$ cat src/rtl/sr_guard_pkg.sv
package sr_guard_pkg;
  localparam int unsigned BYTE_W = 8;

  localparam logic [BYTE_W-1:0] OP_ARM_SR = 8'h50;
  localparam logic [BYTE_W-1:0] OP_ARM_WR = 8'h06;
  localparam logic [BYTE_W-1:0] OP_WR_SR  = 8'h01;

  localparam int unsigned LOCK_BIT = 7;
  // writable: lock (7) and block protect (5..2)
  localparam logic [BYTE_W-1:0] SR_WMASK = 8'hBC;
  localparam logic [BYTE_W-1:0] SR_RESET = 8'h3C;

  typedef enum logic [1:0] {
    FR_ARM   = 2'd0,
    FR_WRITE = 2'd1,
    FR_OTHER = 2'd2
  } frame_kind_e;
endpackage

$ cat src/rtl/sr_guard_sync.sv
module sr_guard_sync #(
  parameter int unsigned W = 4,
  parameter int unsigned STAGES = 2,
  parameter logic [W-1:0] RST_VAL = '0
) (
  input  logic         clk_i,
  input  logic         rst_ni,
  input  logic [W-1:0] d_i,
  output logic [W-1:0] q_o
);
  logic [STAGES-1:0][W-1:0] chain_q;

  always_ff @(posedge clk_i or negedge rst_ni) begin
    if (!rst_ni) chain_q <= {STAGES{RST_VAL}};
    else         chain_q <= {chain_q[STAGES-2:0], d_i};
  end

  assign q_o = chain_q[STAGES-1];
endmodule

$ cat src/rtl/sr_guard_shift.sv
module sr_guard_shift
  import sr_guard_pkg::*;
(
  input  logic              clk_i,
  input  logic              rst_ni,
  input  logic              cs_n_i,
  input  logic              sck_i,
  input  logic              si_i,
  output logic              frame_end_o,
  output frame_kind_e       kind_o,
  output logic [BYTE_W-1:0] data_o
);
  localparam int unsigned CNT_MAX = 2 * BYTE_W + 1;
  localparam int unsigned CNT_W   = $clog2(CNT_MAX + 1);
  localparam logic [CNT_W-1:0] CNT_OP   = CNT_W'(BYTE_W);
  localparam logic [CNT_W-1:0] CNT_FULL = CNT_W'(2 * BYTE_W);
  localparam logic [CNT_W-1:0] CNT_SAT  = CNT_W'(CNT_MAX);

  logic              sck_q, cs_q;
  logic              sck_rise, cs_fall, cs_rise;
  logic [CNT_W-1:0]  cnt_q, cnt_d;
  logic [BYTE_W-1:0] sr_q, op_q, sr_next;

  assign sck_rise = sck_i & ~sck_q & ~cs_n_i;
  assign cs_fall  = ~cs_n_i & cs_q;
  assign cs_rise  = cs_n_i & ~cs_q;
  assign sr_next  = {sr_q[BYTE_W-2:0], si_i};

  always_comb begin
    cnt_d = cs_fall ? '0 : cnt_q;
    if (sck_rise && cnt_d != CNT_SAT) cnt_d = cnt_d + 1'b1;
  end

  always_ff @(posedge clk_i or negedge rst_ni) begin
    if (!rst_ni) begin
      sck_q <= 1'b0;
      cs_q  <= 1'b1;
      cnt_q <= '0;
      sr_q  <= '0;
      op_q  <= '0;
    end else begin
      sck_q <= sck_i;
      cs_q  <= cs_n_i;
      cnt_q <= cnt_d;
      if (sck_rise) begin
        sr_q <= sr_next;
        if (cnt_d == CNT_OP) op_q <= sr_next;
      end
    end
  end

  always_comb begin
    kind_o = FR_OTHER;
    if (cnt_q == CNT_OP && (op_q == OP_ARM_SR || op_q == OP_ARM_WR)) kind_o = FR_ARM;
    else if (cnt_q == CNT_FULL && op_q == OP_WR_SR)                  kind_o = FR_WRITE;
  end

  assign frame_end_o = cs_rise;
  assign data_o      = sr_q;

  a_r4_cnt_bounded: assert property (@(posedge clk_i) disable iff (!rst_ni)
    cnt_q <= CNT_SAT);
  a_r10_cnt_idle_stable: assert property (@(posedge clk_i) disable iff (!rst_ni)
    cs_n_i |=> $stable(cnt_q));
endmodule

$ cat src/rtl/sr_guard_ctrl.sv
module sr_guard_ctrl
  import sr_guard_pkg::*;
(
  input  logic              clk_i,
  input  logic              rst_ni,
  input  logic              frame_end_i,
  input  frame_kind_e       kind_i,
  input  logic [BYTE_W-1:0] data_i,
  input  logic              wp_n_i,
  output logic [BYTE_W-1:0] status_o
);
  logic              arm_q;
  logic [BYTE_W-1:0] sr_q;
  logic              blocked;

  assign blocked = ~wp_n_i & sr_q[LOCK_BIT];

  always_ff @(posedge clk_i or negedge rst_ni) begin
    if (!rst_ni) begin
      arm_q <= 1'b0;
      sr_q  <= SR_RESET;
    end else if (frame_end_i) begin
      arm_q <= (kind_i == FR_ARM);
      if (kind_i == FR_WRITE && arm_q && !blocked) sr_q <= data_i & SR_WMASK;
    end
  end

  assign status_o = sr_q;

  a_r3_no_write_unarmed: assert property (@(posedge clk_i) disable iff (!rst_ni)
    !arm_q |=> $stable(sr_q));
  a_r4_bad_frame_disarms: assert property (@(posedge clk_i) disable iff (!rst_ni)
    (frame_end_i && kind_i != FR_ARM) |=> !arm_q);
  a_r6_locked_frozen: assert property (@(posedge clk_i) disable iff (!rst_ni)
    (frame_end_i && !wp_n_i && sr_q[LOCK_BIT]) |=> $stable(sr_q));
  a_r7_lock_sticky: assert property (@(posedge clk_i) disable iff (!rst_ni)
    (sr_q[LOCK_BIT] && !wp_n_i) |=> sr_q[LOCK_BIT]);
  a_r10_change_at_end: assert property (@(posedge clk_i) disable iff (!rst_ni)
    !frame_end_i |=> $stable(sr_q));
  a_r5_ro_zero: assert property (@(posedge clk_i) disable iff (!rst_ni)
    (sr_q & ~SR_WMASK) == '0);
endmodule

$ cat src/rtl/sr_guard.sv
module sr_guard
  import sr_guard_pkg::*;
#(
  parameter int unsigned SYNC_STAGES = 2
) (
  input  logic              clk_i,
  input  logic              rst_ni,
  input  logic              sck_i,
  input  logic              cs_ni,
  input  logic              si_i,
  input  logic              wp_ni,
  output logic [BYTE_W-1:0] status_o
);
  // bit order {wp_n, si, sck, cs_n}
  localparam logic [3:0] PIN_RST = 4'b1001;

  logic [3:0]        pins_s;
  logic              frame_end;
  frame_kind_e       kind;
  logic [BYTE_W-1:0] data;

  sr_guard_sync #(.W(4), .STAGES(SYNC_STAGES), .RST_VAL(PIN_RST)) u_sync (
    .clk_i (clk_i),
    .rst_ni(rst_ni),
    .d_i   ({wp_ni, si_i, sck_i, cs_ni}),
    .q_o   (pins_s)
  );

  sr_guard_shift u_shift (
    .clk_i      (clk_i),
    .rst_ni     (rst_ni),
    .cs_n_i     (pins_s[0]),
    .sck_i      (pins_s[1]),
    .si_i       (pins_s[2]),
    .frame_end_o(frame_end),
    .kind_o     (kind),
    .data_o     (data)
  );

  sr_guard_ctrl u_ctrl (
    .clk_i      (clk_i),
    .rst_ni     (rst_ni),
    .frame_end_i(frame_end),
    .kind_i     (kind),
    .data_i     (data),
    .wp_n_i     (pins_s[3]),
    .status_o   (status_o)
  );
endmodule

$ cat config.mk
export PLATFORM = sky130hd
export DESIGN_NAME = sr_guard
export DESIGN_NICKNAME = d
export VERILOG_FILES = /design/src/rtl/sr_guard_pkg.sv /design/src/rtl/sr_guard_sync.sv /design/src/rtl/sr_guard_shift.sv /design/src/rtl/sr_guard_ctrl.sv /design/src/rtl/sr_guard.sv
export SDC_FILE = /design/constraint.sdc
export NUM_CORES = 1
export LEC_CHECK = 0
export ABC_AREA = 1
export BUFFER_PORTS_ARGS = -buffer_cell sky130_fd_sc_hd__buf_4
export CELL_PAD_IN_SITES_DETAIL_PLACEMENT = 1
export CELL_PAD_IN_SITES_GLOBAL_PLACEMENT = 1
export CORE_ASPECT_RATIO = 1.4
export CORE_UTILIZATION = 50
export CTS_BUF_LIST = sky130_fd_sc_hd__clkbuf_4 sky130_fd_sc_hd__clkbuf_8
export DETAILED_ROUTE_END_ITERATION = 6
export PLACE_DENSITY_LB_ADDON = 0.15
export SYNTH_ARGS = -nofsm -noshare
export SYNTH_HDL_FRONTEND = slang
export SYNTH_SLANG_ARGS = --single-unit
$ cat constraint.sdc
create_clock -name clk_i -period 3.5 [get_ports clk_i]
set_input_delay 0.35 -clock clk_i [delete_from_list [all_inputs] [get_ports clk_i]]
set_output_delay 0.35 -clock clk_i [all_outputs]
set_load 0.05 [all_outputs]
==> impl_metrics.json, run 1 <==
{
  "dp_cells": 223,
  "synthAdderAreaFrac_pct": 0.759,
  "synth_top_area_cell": "dfrtp_1",
  "overflow": 0,
  "synthXorXnorAreaFrac_pct": 1.06,
  "via_per_inst": 5.26,
  "nets": 198,
  "pin_count": 14,
  "startpoint_type": "register",
  "initial_utilization_pct": 52.8,
  "grt_pass1_wl_mm": 6.16,
  "rrSetupSlack_ns": 1.08,
  "coreArea_sq_mm": 0.00312,
  "power_density_mw_per_mm2": 510,
  "yosys_warnings": 0,
  "num_antenna_cells": 0,
  "hpwl_mm": 2.70,
  "drive_gt1_share_pct": 20.8,
  "p_leak_nw": 0.915,
  "wl_per_cell_um": 16.2,
  "die_w_um": 50.5,
  "seq_area_frac_synth_pct": 56.9,
  "cts_sinks": 37,
  "cp.arrival_ns": 2.59,
  "busiest_layer": "met2",
  "netlist_area_sq_mm": 0.00165,
  "use_met2_pct": 39.7,
  "grt_max_degree": 38,
  "synthFlopType": "dfrtp_1",
  "cap_violations": 0,
  "dieArea_sq_mm": 0.00353,
  "numCtsBuffers": 5,
  "path_max_fanout": 10,
  "fin_cells": 231,
  "synth-edff-count": 0,
  "syn_area_per_cell_sq_um": 9.36,
  "final-hold-violation-count": 0,
  "synth.most_common_cell": "nand2_1",
  "stdcell_area_sq_mm": 0.00187,
  "clk_latency_ns": 0.29,
  "fin_skew_ns": 0.0105,
  "cts_hold_buffers": 0,
  "fmax_ghz": 0.413,
  "syn_inst": 176,
  "rsz0062_at_grt": "false",
  "synth_top_family_by_area": "simple AND/OR/NAND/NOR gates",
  "synth_compound_area_share_pct": 3.64,
  "cts_tree": "built",
  "routed_wl_mm": 3.74,
  "root_buffer": "clkbuf_8",
  "synth_commonest_cells": "nand2_1 (44), dfrtp_1 (28), inv_1 (25), nand4_1 (12), nor2_1 (12)",
  "cts_setup_buffers": 0,
  "use_met3_pct": 5.88,
  "htreeDepth": 2,
  "drt_first_pass_iters": 4,
  "synthSimpleGateAreaFrac_pct": 29.9,
  "hold_class": "in -> async",
  "rows": 24,
  "status": "complete, no violations",
  "tns_ns": 0,
  "area_growth_pct": 13.7,
  "slew_viol_final": 0,
  "relSlewSlack_pct": 52.4,
  "dpl-instance-area_sq_mm": 0.00175,
  "gp_congestion": 0.899,
  "yosysUniqueCellTypes": 26,
  "tightest_slew_ns": 0.711,
  "post-route-period-util_pct": 69.2,
  "fin_util_pct": 60.0,
  "min_period_ns": 2.42,
  "synth-seq-cells": 37,
  "die_h_um": 69.9,
  "path_clk_slew_ns": 0.08,
  "finalSetupViolations": 0,
  "portBuffers": 10,
  "synth_top_area_share_pct": 42.5,
  "setup.worst_path.class": "reg -> reg",
  "ant_nets": 0,
  "ctsResizeCount": 0,
  "drc": 0,
  "drt_iter0_drc": 34,
  "synth.area.top_cells": "dfrtp_1 (43%), dfstp_2 (14%), nand2_1 (10%), inv_1 (5.7%), nand4_1 (4.6%)",
  "synthArstFlopShare_pct": 100,
  "grtUsageMet1_pct": 31.2,
  "fill_cells": 369,
  "crit_path_end_kind": "register",
  "via_count": 1214,
  "synth_mux_area_share_pct": 0,
  "cp.required_ns": 3.67,
  "grt_pass1_vias": 1256,
  "vdd_drop_max_uv": 430,
  "clockBufferDepth": 2,
  "antenna_found_initial": 0,
  "grt_usage_pct": 24.2
}
==> sequential cells by signal (all words and copies together), names as in the netlist <==
name             cells
u_shift.data_o       8
u_shift.op_q         8
u_ctrl.status_o      5
u_shift.cnt_q        5
u_sync.chain_q       4
u_sync.q_o           4
u_ctrl.arm_q         1
u_shift.cs_q         1
u_shift.sck_q        1
==> cells by family after synthesis <==
family,count (synthesis)
xor+xnor,2
flops,37
simple gates,93
other cells,1
buf+inv,30
fa+ha+maj,1
compound gates,12
==> layout make-up <==
type                       count  area [sq um]  area share, %
clock inverter                 2          37.5           2.00
timing repair buffer          10          75.1           4.01
tap                           39          48.8           2.61
multi-input combinational    111           594           31.7
sequential                    37           937           50.0
inverter                      26          97.6           5.21
clock buffer                   6          82.6           4.41
==> routing by layer <==
metal | vias up | wire length, um
met5 | - | 0
met4 | 0 | 51
met3 | 4 | 101
met2 | 22 | 1950
met1 | 601 | 1630
li1 | 587 | -
==> critical path, stage by stage, from the launching register on <==
cell and delay (ns):
dfstp_2 0.58, inv_1 0.08, nand2_4 0.13, inv_1 0.07, nor2_1 0.19, ha_1 0.23
inv_1 0.06, nor2_1 0.11, nand3_2 0.15, nand3b_1 0.15, nand2_2 0.11, nor2_8 0.16
nand3_4 0.13, nand2_1 0.09, nand2_1 0.06
==> final timing paths <==
check,to,depth (start not counted),start
setup reg to reg,u_shift.op_q[6]$_DFFE_PN0P_,14,u_sync.q_o[0]$_DFF_PN1_
min in group clk_i,u_sync.chain_q[2]$_DFF_PN0_,1,si_i
hold / removal,u_shift.cnt_q[4]$_DFF_PN0_,1,rst_ni
hold reg to reg,u_sync.q_o[1]$_DFF_PN0_,0,u_sync.chain_q[1]$_DFF_PN0_
setup / recovery,u_shift.op_q[6]$_DFFE_PN0P_,14,u_sync.q_o[0]$_DFF_PN1_
max in group asynchronous,u_ctrl.status_o[2]$_DFFE_PN1P_,1,rst_ni
==> per-stage QoR <==
stage,hold WS (ns),setup WS (ns),total power (W)
2_1_floorplan,0.0544,1.47,0.000541
3_3_place_gp,0.328,1.34,0.000568
3_5_place_dp,0.335,1.14,0.000577
4_1_cts,0.0139,1.10,0.000965
5_1_grt,0.0419,0.928,0.000993
6_report,0.000392,1.08,0.000955
==> where the power goes <==
part / switching, W / internal, W
clock: 0.000156 / 0.000232
combinational: 0.0000591 / 0.0000245
sequential: 0.0000246 / 0.000460
total: 0.000240 / 0.000716
==> cells in the final DEF (no fill, tap or decap) <==
cell         n
a21oi_1      1
buf_4       10
bufinv_16    1
clkbuf_8     6
clkinvlp_4   1
conb_1       3
dfrtp_1     28
dfstp_2      9
ha_1         1
inv_1       25
inv_2        1
nand2_1     44
nand2_2      4
nand2_4      2
nand3_1      9
nand3_2      2
nand3_4      1
nand3b_1     1
nand4_1     12
nand4_2      1
nor2_1      12
nor2_8       1
nor3_4       1
nor4_1       2
nor4b_1      1
o21ai_0     11
xnor2_1      1
xor2_1       1
Note: power is estimated with default switching activity, not from simulation.
==> run 2: changes to the inputs <==
ABC_AREA = 0   (was 1)
CORE_UTILIZATION = 44   (was 50)
clock period = 2 ns   (was 3.5 ns; I/O delays follow)
==> run 2 against run 1 <==
Compared with the run above:
- area after synthesis fell by 4.8%
- cell count shrank 11%
- synthesized cell count is 28% lower
- critical path type unchanged
- the flow now finishes with violations (setup timing)
- sequential power rose by 74%
- global-route usage down 2.7 points
- cell area is 6.5% higher
- clock skew is 0.0028 ns lower
- first-iteration DRC count shrank 8.8%
- critical path depth down 6
- combinational power rose by 87%
- wire length is 8.9% lower
==> impl_metrics.json, run 2 <==
{
  "status": "finished, violations left",
  "violations": "setup timing",
  "post-place-ws_ns": -0.467,
  "synth-seq-cells": 37,
  "synth-edff-count": 0,
  "fmax_ghz": 0.409,
  "synth_top_area_cell": "dfrtp_1",
  "via_count": 1042,
  "dieArea_sq_mm": 0.00381,
  "cp.arrival_ns": 2.62,
  "grt_pass1_vias": 1157,
  "area_growth_pct": 27.1,
  "vdd_drop_max_uv": 754,
  "mostFrequentLayoutCells": "buf_4 (32), nand2_1 (30), dfrtp_1 (28)",
  "final-hold-violation-count": 0,
  "drc": 0,
  "clockBufferDepth": 2,
  "synthFlopType": "dfrtp_1",
  "portBuffers": 10,
  "slew_viol_final": 0,
  "yosys_warnings": 0,
  "rows": 25,
  "fin_skew_ns": 0.00770,
  "syn_inst": 127,
  "crit_path_end_kind": "register",
  "ant_nets": 0,
  "coreArea_sq_mm": 0.00338,
  "power_density_mw_per_mm2": 844,
  "finalSetupViolations": 9,
  "synth.most_common_cell": "nand2_1",
  "min_period_ns": 2.45,
  "synthArstFlopShare_pct": 100,
  "wl_per_cell_um": 16.6,
  "layout_commonest_cell": "buf_4",
  "grt_max_degree": 38,
  "rsz0062_at_grt": "true",
  "tns_ns": -3.66,
  "path_clk_slew_ns": 0.07,
  "stdcell_area_sq_mm": 0.00199,
  "cp.required_ns": 2.18,
  "numCtsBuffers": 5,
  "netlist_area_sq_mm": 0.00157,
  "p_leak_nw": 0.973,
  "num_antenna_cells": 0,
  "cts_sinks": 37,
  "root_buffer": "clkbuf_8",
  "antenna_found_initial": 0,
  "syn_area_per_cell_sq_um": 12.4,
  "drt_iter0_drc": 31,
  "die_h_um": 72.7,
  "htreeDepth": 2,
  "drt_first_pass_iters": 4,
  "synth_top_area_share_pct": 44.7,
  "die_w_um": 52.5,
  "cap_violations": 0,
  "setup.worst_path.class": "reg -> reg",
  "post-route-period-util_pct": 122,
  "path_max_fanout": 8,
  "seq_area_frac_synth_pct": 59.7,
  "nets": 171,
  "via_per_inst": 5.08,
  "hpwl_mm": 2.29,
  "grt_usage_pct": 21.5,
  "yosysUniqueCellTypes": 34,
  "startpoint_type": "register",
  "synth.area.top_cells": "dfrtp_1 (45%), dfstp_2 (15%), mux2_4 (7.7%), nand2_1 (7.7%), mux2_2 (3.6%)",
  "dpl-instance-area_sq_mm": 0.00180,
  "clk_latency_ns": 0.29,
  "synth_commonest_cells": "nand2_1 (32), dfrtp_1 (28), dfstp_2 (9), nor2_1 (9), mux2_4 (8)",
  "drive_gt1_share_pct": 45.5,
  "overflow": 0,
  "pin_count": 14,
  "grt_pass1_wl_mm": 5.72,
  "hold_class": "in -> reg",
  "routed_wl_mm": 3.41,
  "cts_tree": "built",
  "initial_utilization_pct": 46.4,
  "gp_congestion": 0.798,
  "finalWorstSetupSlack_ns": -0.446
}
run 2: path summary, 6_finish.rpt:
kind                                              from                           to  slack [ns]  cells after the start
max                             u_shift.cs_q$_DFF_PN1_  u_shift.op_q[1]$_DFFE_PN0P_       -0.45                      8
min                                              wp_ni  u_sync.chain_q[3]$_DFF_PN1_        0.01                      1
max reg2reg                     u_shift.cs_q$_DFF_PN1_  u_shift.op_q[1]$_DFFE_PN0P_       -0.45                      8
min reg2reg                u_sync.chain_q[0]$_DFF_PN1_      u_sync.q_o[0]$_DFF_PN1_        0.35                      0
max in group asynchronous                       rst_ni  u_sync.chain_q[0]$_DFF_PN1_        1.24                      2
min in group asynchronous                       rst_ni   u_shift.cnt_q[0]$_DFF_PN0_        0.40                      2
run 2: cells by family after synthesis:
group | count (synthesis) | share of synthesized area [%]
simple gates | 59 | 18.2
compound gates | 8 | 6.38
other cells | 1 | 0.239
mux | 14 | 11.9
buf+inv | 6 | 2.23
xor+xnor | 1 | 0.558
flops | 37 | 59.7
fa+ha+maj | 1 | 0.797
run 2: through the flow:
stage,std cells,hold WS (ns),util [%],total power (W)
2_1_floorplan,129,-0.0956,-,0.000929
3_3_place_gp,190,0.177,53.2,0.000984
3_5_place_dp,190,0.190,53.2,0.000994
4_1_cts,204,0.00593,58.5,0.00169
5_1_grt,205,0.00439,59.0,0.00176
6_report,205,0.0141,59.0,0.00168
run 2: layout make-up:
cell class              count  area (sq um)
clock buffers               7          90.1
clock inverters             1          30.0
fillers                   352          1380
inverters                   1          3.75
multi-input cells          86           633
flip-flops and latches     37           937
well taps                  40          50.0
repair buffers             33           250
run 2: what timing repair did:
action                                  CTS  global route
endpoints found under the setup margin    8            12
gates resized for setup                   3             2
buffers inserted                          5             1
endpoints found under the hold margin    28             0
pin swaps                                 3             0
hold buffers                              1             0
run 2: where the power goes:
part | leakage, nW | switching (W) | internal, W
Combinational | 0.444 | 0.0000927 | 0.0000632
Clock | 0.0619 | 0.000266 | 0.000420
Sequential | 0.466 | 0.0000390 | 0.000802
run 2: worst max-delay path: stages (launching register included):
cell and delay [ns]:
dfstp_2 0.54, and2b_2 0.18, nor2_4 0.04, ha_2 0.17, and4bb_4 0.21, nand3b_1 0.20, a2111oi_4 0.42, o211ai_4 0.23
mux2_4 0.35
run 2: routing by layer:
| layer | up-vias | global-route usage, % | routed length (um) |
|---|---|---|---|
| met3 | 6 | 5.00 | 85 |
| met5 | - | 0 | 0 |
| met4 | 0 | 8.77 | 63 |
| met2 | 13 | 35.7 | 1830 |
| li1 | 499 | - | - |
| met1 | 524 | 26.3 | 1430 |
==> run 3: changes to the inputs <==
CELL_PAD_IN_SITES_DETAIL_PLACEMENT = unset   (was 1)
CELL_PAD_IN_SITES_GLOBAL_PLACEMENT = unset   (was 1)
CORE_UTILIZATION = 50   (was 44)
==> run 3 against run 2 <==
Compared with the run above:
- the flow still finishes with violations (setup timing)
- clock skew is 0.0017 ns lower
- via count is 1.7% lower
- hold slack better by 0.0035 ns
- combinational power hardly changed
- global-route usage is 1.3 points lower
- sequential share of layout area is 1.3 points higher
- count of clock-buffer cells in the layout is 1 higher
- critical path depth stayed put
- total power is 9.4% lower
- wire length is 17% lower
- cell count is 2.9% lower
- critical path type unchanged
==> impl_metrics.json, run 3 (synthesized netlist as in run 2, its figures left out) <==
{
  "p_int_w": 0.00116,
  "nets": 168,
  "min_period_ns": 2.44,
  "mostFrequentLayoutCells": "nand2_1 (30), buf_4 (29), dfrtp_1 (28)",
  "cap_violations": 0,
  "die_w_um": 49.3,
  "cp.required_ns": 2.17,
  "vdd_drop_max_uv": 619,
  "pin_count": 14,
  "setup.worst_path.class": "reg -> reg",
  "power.share.clock_pct": 34.5,
  "die_h_um": 68.3,
  "numCtsBuffers": 5,
  "p_switching_w": 0.000369,
  "antenna_found_initial": 0,
  "htreeDepth": 2,
  "seqCellArea_sq_um": 937,
  "hpwl_mm": 1.94,
  "drt_iter0_drc": 26,
  "ant_nets": 0,
  "via_count": 1024,
  "p_seq_share_pct": 55.2,
  "cp_cell_sequence": "and2b_2 -> nor2_4 -> ha_2 -> and4bb_4 -> nand3b_1 -> a2111oi_4 -> o211ai_4 -> mux2_4",
  "status": "finished, violations left",
  "cts_sinks": 37,
  "critical-path-top-delay-family": "simple AND/OR/NAND/NOR gates",
  "path_max_fanout": 8,
  "grt_max_degree": 38,
  "tns_ns": -3.52,
  "crit_path_end_kind": "register",
  "power.share.combinational_pct": 10.3,
  "critPathSlowestCell": "dfstp_2",
  "fin_util_pct": 66.1,
  "slew_viol_final": 0,
  "post-place-ws_ns": -0.484,
  "p_leak_nw": 0.946,
  "violations": "setup timing",
  "final-hold-violation-count": 0,
  "coreArea_sq_mm": 0.00294,
  "p_sw_share_pct": 24.2,
  "cp.arrival_ns": 2.62,
  "clk_latency_ns": 0.29,
  "area_growth_pct": 23.6,
  "crit_path_max_incr_delay_ns": 0.53,
  "power_density_mw_per_mm2": 787,
  "finalWorstSetupSlack_ns": -0.444,
  "cp_num_buf_inv": 0,
  "grt_usage_pct": 20.2,
  "layout_commonest_cell": "nand2_1",
  "rsz0062_at_grt": "true",
  "via_per_inst": 5.15,
  "rows": 23,
  "drive_gt1_share_pct": 43.8,
  "dp_cells": 185,
  "p_total_w": 0.00153,
  "num_antenna_cells": 0,
  "post-route-period-util_pct": 122,
  "portBuffers": 10,
  "gp_congestion": 0.824,
  "hold_class": "in -> reg",
  "dieArea_sq_mm": 0.00337,
  "path_clk_slew_ns": 0.07,
  "finalSetupViolations": 8,
  "multi_input_area_sq_um": 633,
  "drt_first_pass_iters": 4,
  "startpoint_type": "register",
  "wl_per_cell_um": 14.2,
  "fin_skew_ns": 0.00596,
  "root_buffer": "clkbuf_8",
  "fin_cells": 199,
  "cts_tree": "built",
  "drc": 0,
  "grt_pass1_wl_mm": 4.67,
  "initial_utilization_pct": 53.5,
  "clockBufferDepth": 2,
  "fmax_ghz": 0.409,
  "overflow": 0,
  "fill_cells": 247,
  "grt_pass1_vias": 1020,
  "routed_wl_mm": 2.83
}
-- run 3: stage by stage --
stage | instance area (sq um) | hold WS [ns]
after floorplan | 1580 | -0.0956
after global placement | 1780 | 0.176
after detailed placement | 1780 | 0.177
after CTS | 1930 | 0.0114
after global routing | 1940 | 0.00200
final | 1940 | 0.0176
-- run 3: path summary, 6_finish.rpt --
| path | start | endpoint | slack, ns | cells past startpoint |
|---|---|---|---|---|
| setup / recovery | u_shift.cs_q$_DFF_PN1_ | u_shift.op_q[5]$_DFFE_PN0P_ | -0.44 | 8 |
| hold / removal | si_i | u_sync.chain_q[2]$_DFF_PN0_ | 0.02 | 1 |
| setup reg to reg | u_shift.cs_q$_DFF_PN1_ | u_shift.op_q[5]$_DFFE_PN0P_ | -0.44 | 8 |
| hold reg to reg | u_sync.chain_q[2]$_DFF_PN0_ | u_sync.q_o[2]$_DFF_PN0_ | 0.35 | 0 |
| max in group asynchronous | rst_ni | u_sync.q_o[3]$_DFF_PN1_ | 1.25 | 2 |
| min in group asynchronous | rst_ni | u_shift.cnt_q[0]$_DFF_PN0_ | 0.40 | 2 |
-- run 3: per-layer routing --
metal,track usage (%),part of all wire [%]
met1,21.7,43
met2,34.8,51
met3,6.67,3.5
met4,12.1,2.4
met5,0,0
-- run 3: layout make-up --
cell class              instances  share of cell area, %
flip-flops and latches         37                   48.3
multi-input cells              86                   32.6
repair buffers                 30                   11.7
clock buffers                   8                   4.71
well taps                      37                   2.39
inverters                       1                  0.194
-- run 3: worst register-to-register path, cell delays in order (launching register included) --
cell       delay (ns)
dfstp_2          0.53
and2b_2          0.18
nor2_4           0.04
ha_2             0.16
and4bb_4         0.22
nand3b_1         0.22
a2111oi_4        0.41
o211ai_4         0.22
mux2_4           0.34
-- run 3: power groups by stage --
stage               combinational, W  clock [W]  sequential [W]
detailed placement          0.000138          0        0.000856
global placement            0.000133          0        0.000855
global route                0.000176   0.000575        0.000849
floorplan                  0.0000831          0        0.000846
finish                      0.000157   0.000527        0.000841
CTS                         0.000152   0.000539        0.000842
-- run 3: timing repair --
| item | CTS | global route |
|---|---|---|
| hold buffers | 1 | 0 |
| endpoints found under the setup margin | 8 | 8 |
| pin swaps | 3 | 0 |
| setup buffers | 4 | 1 |
| resized for setup | 4 | 1 |
| endpoints found under the hold margin | 28 | 0 |
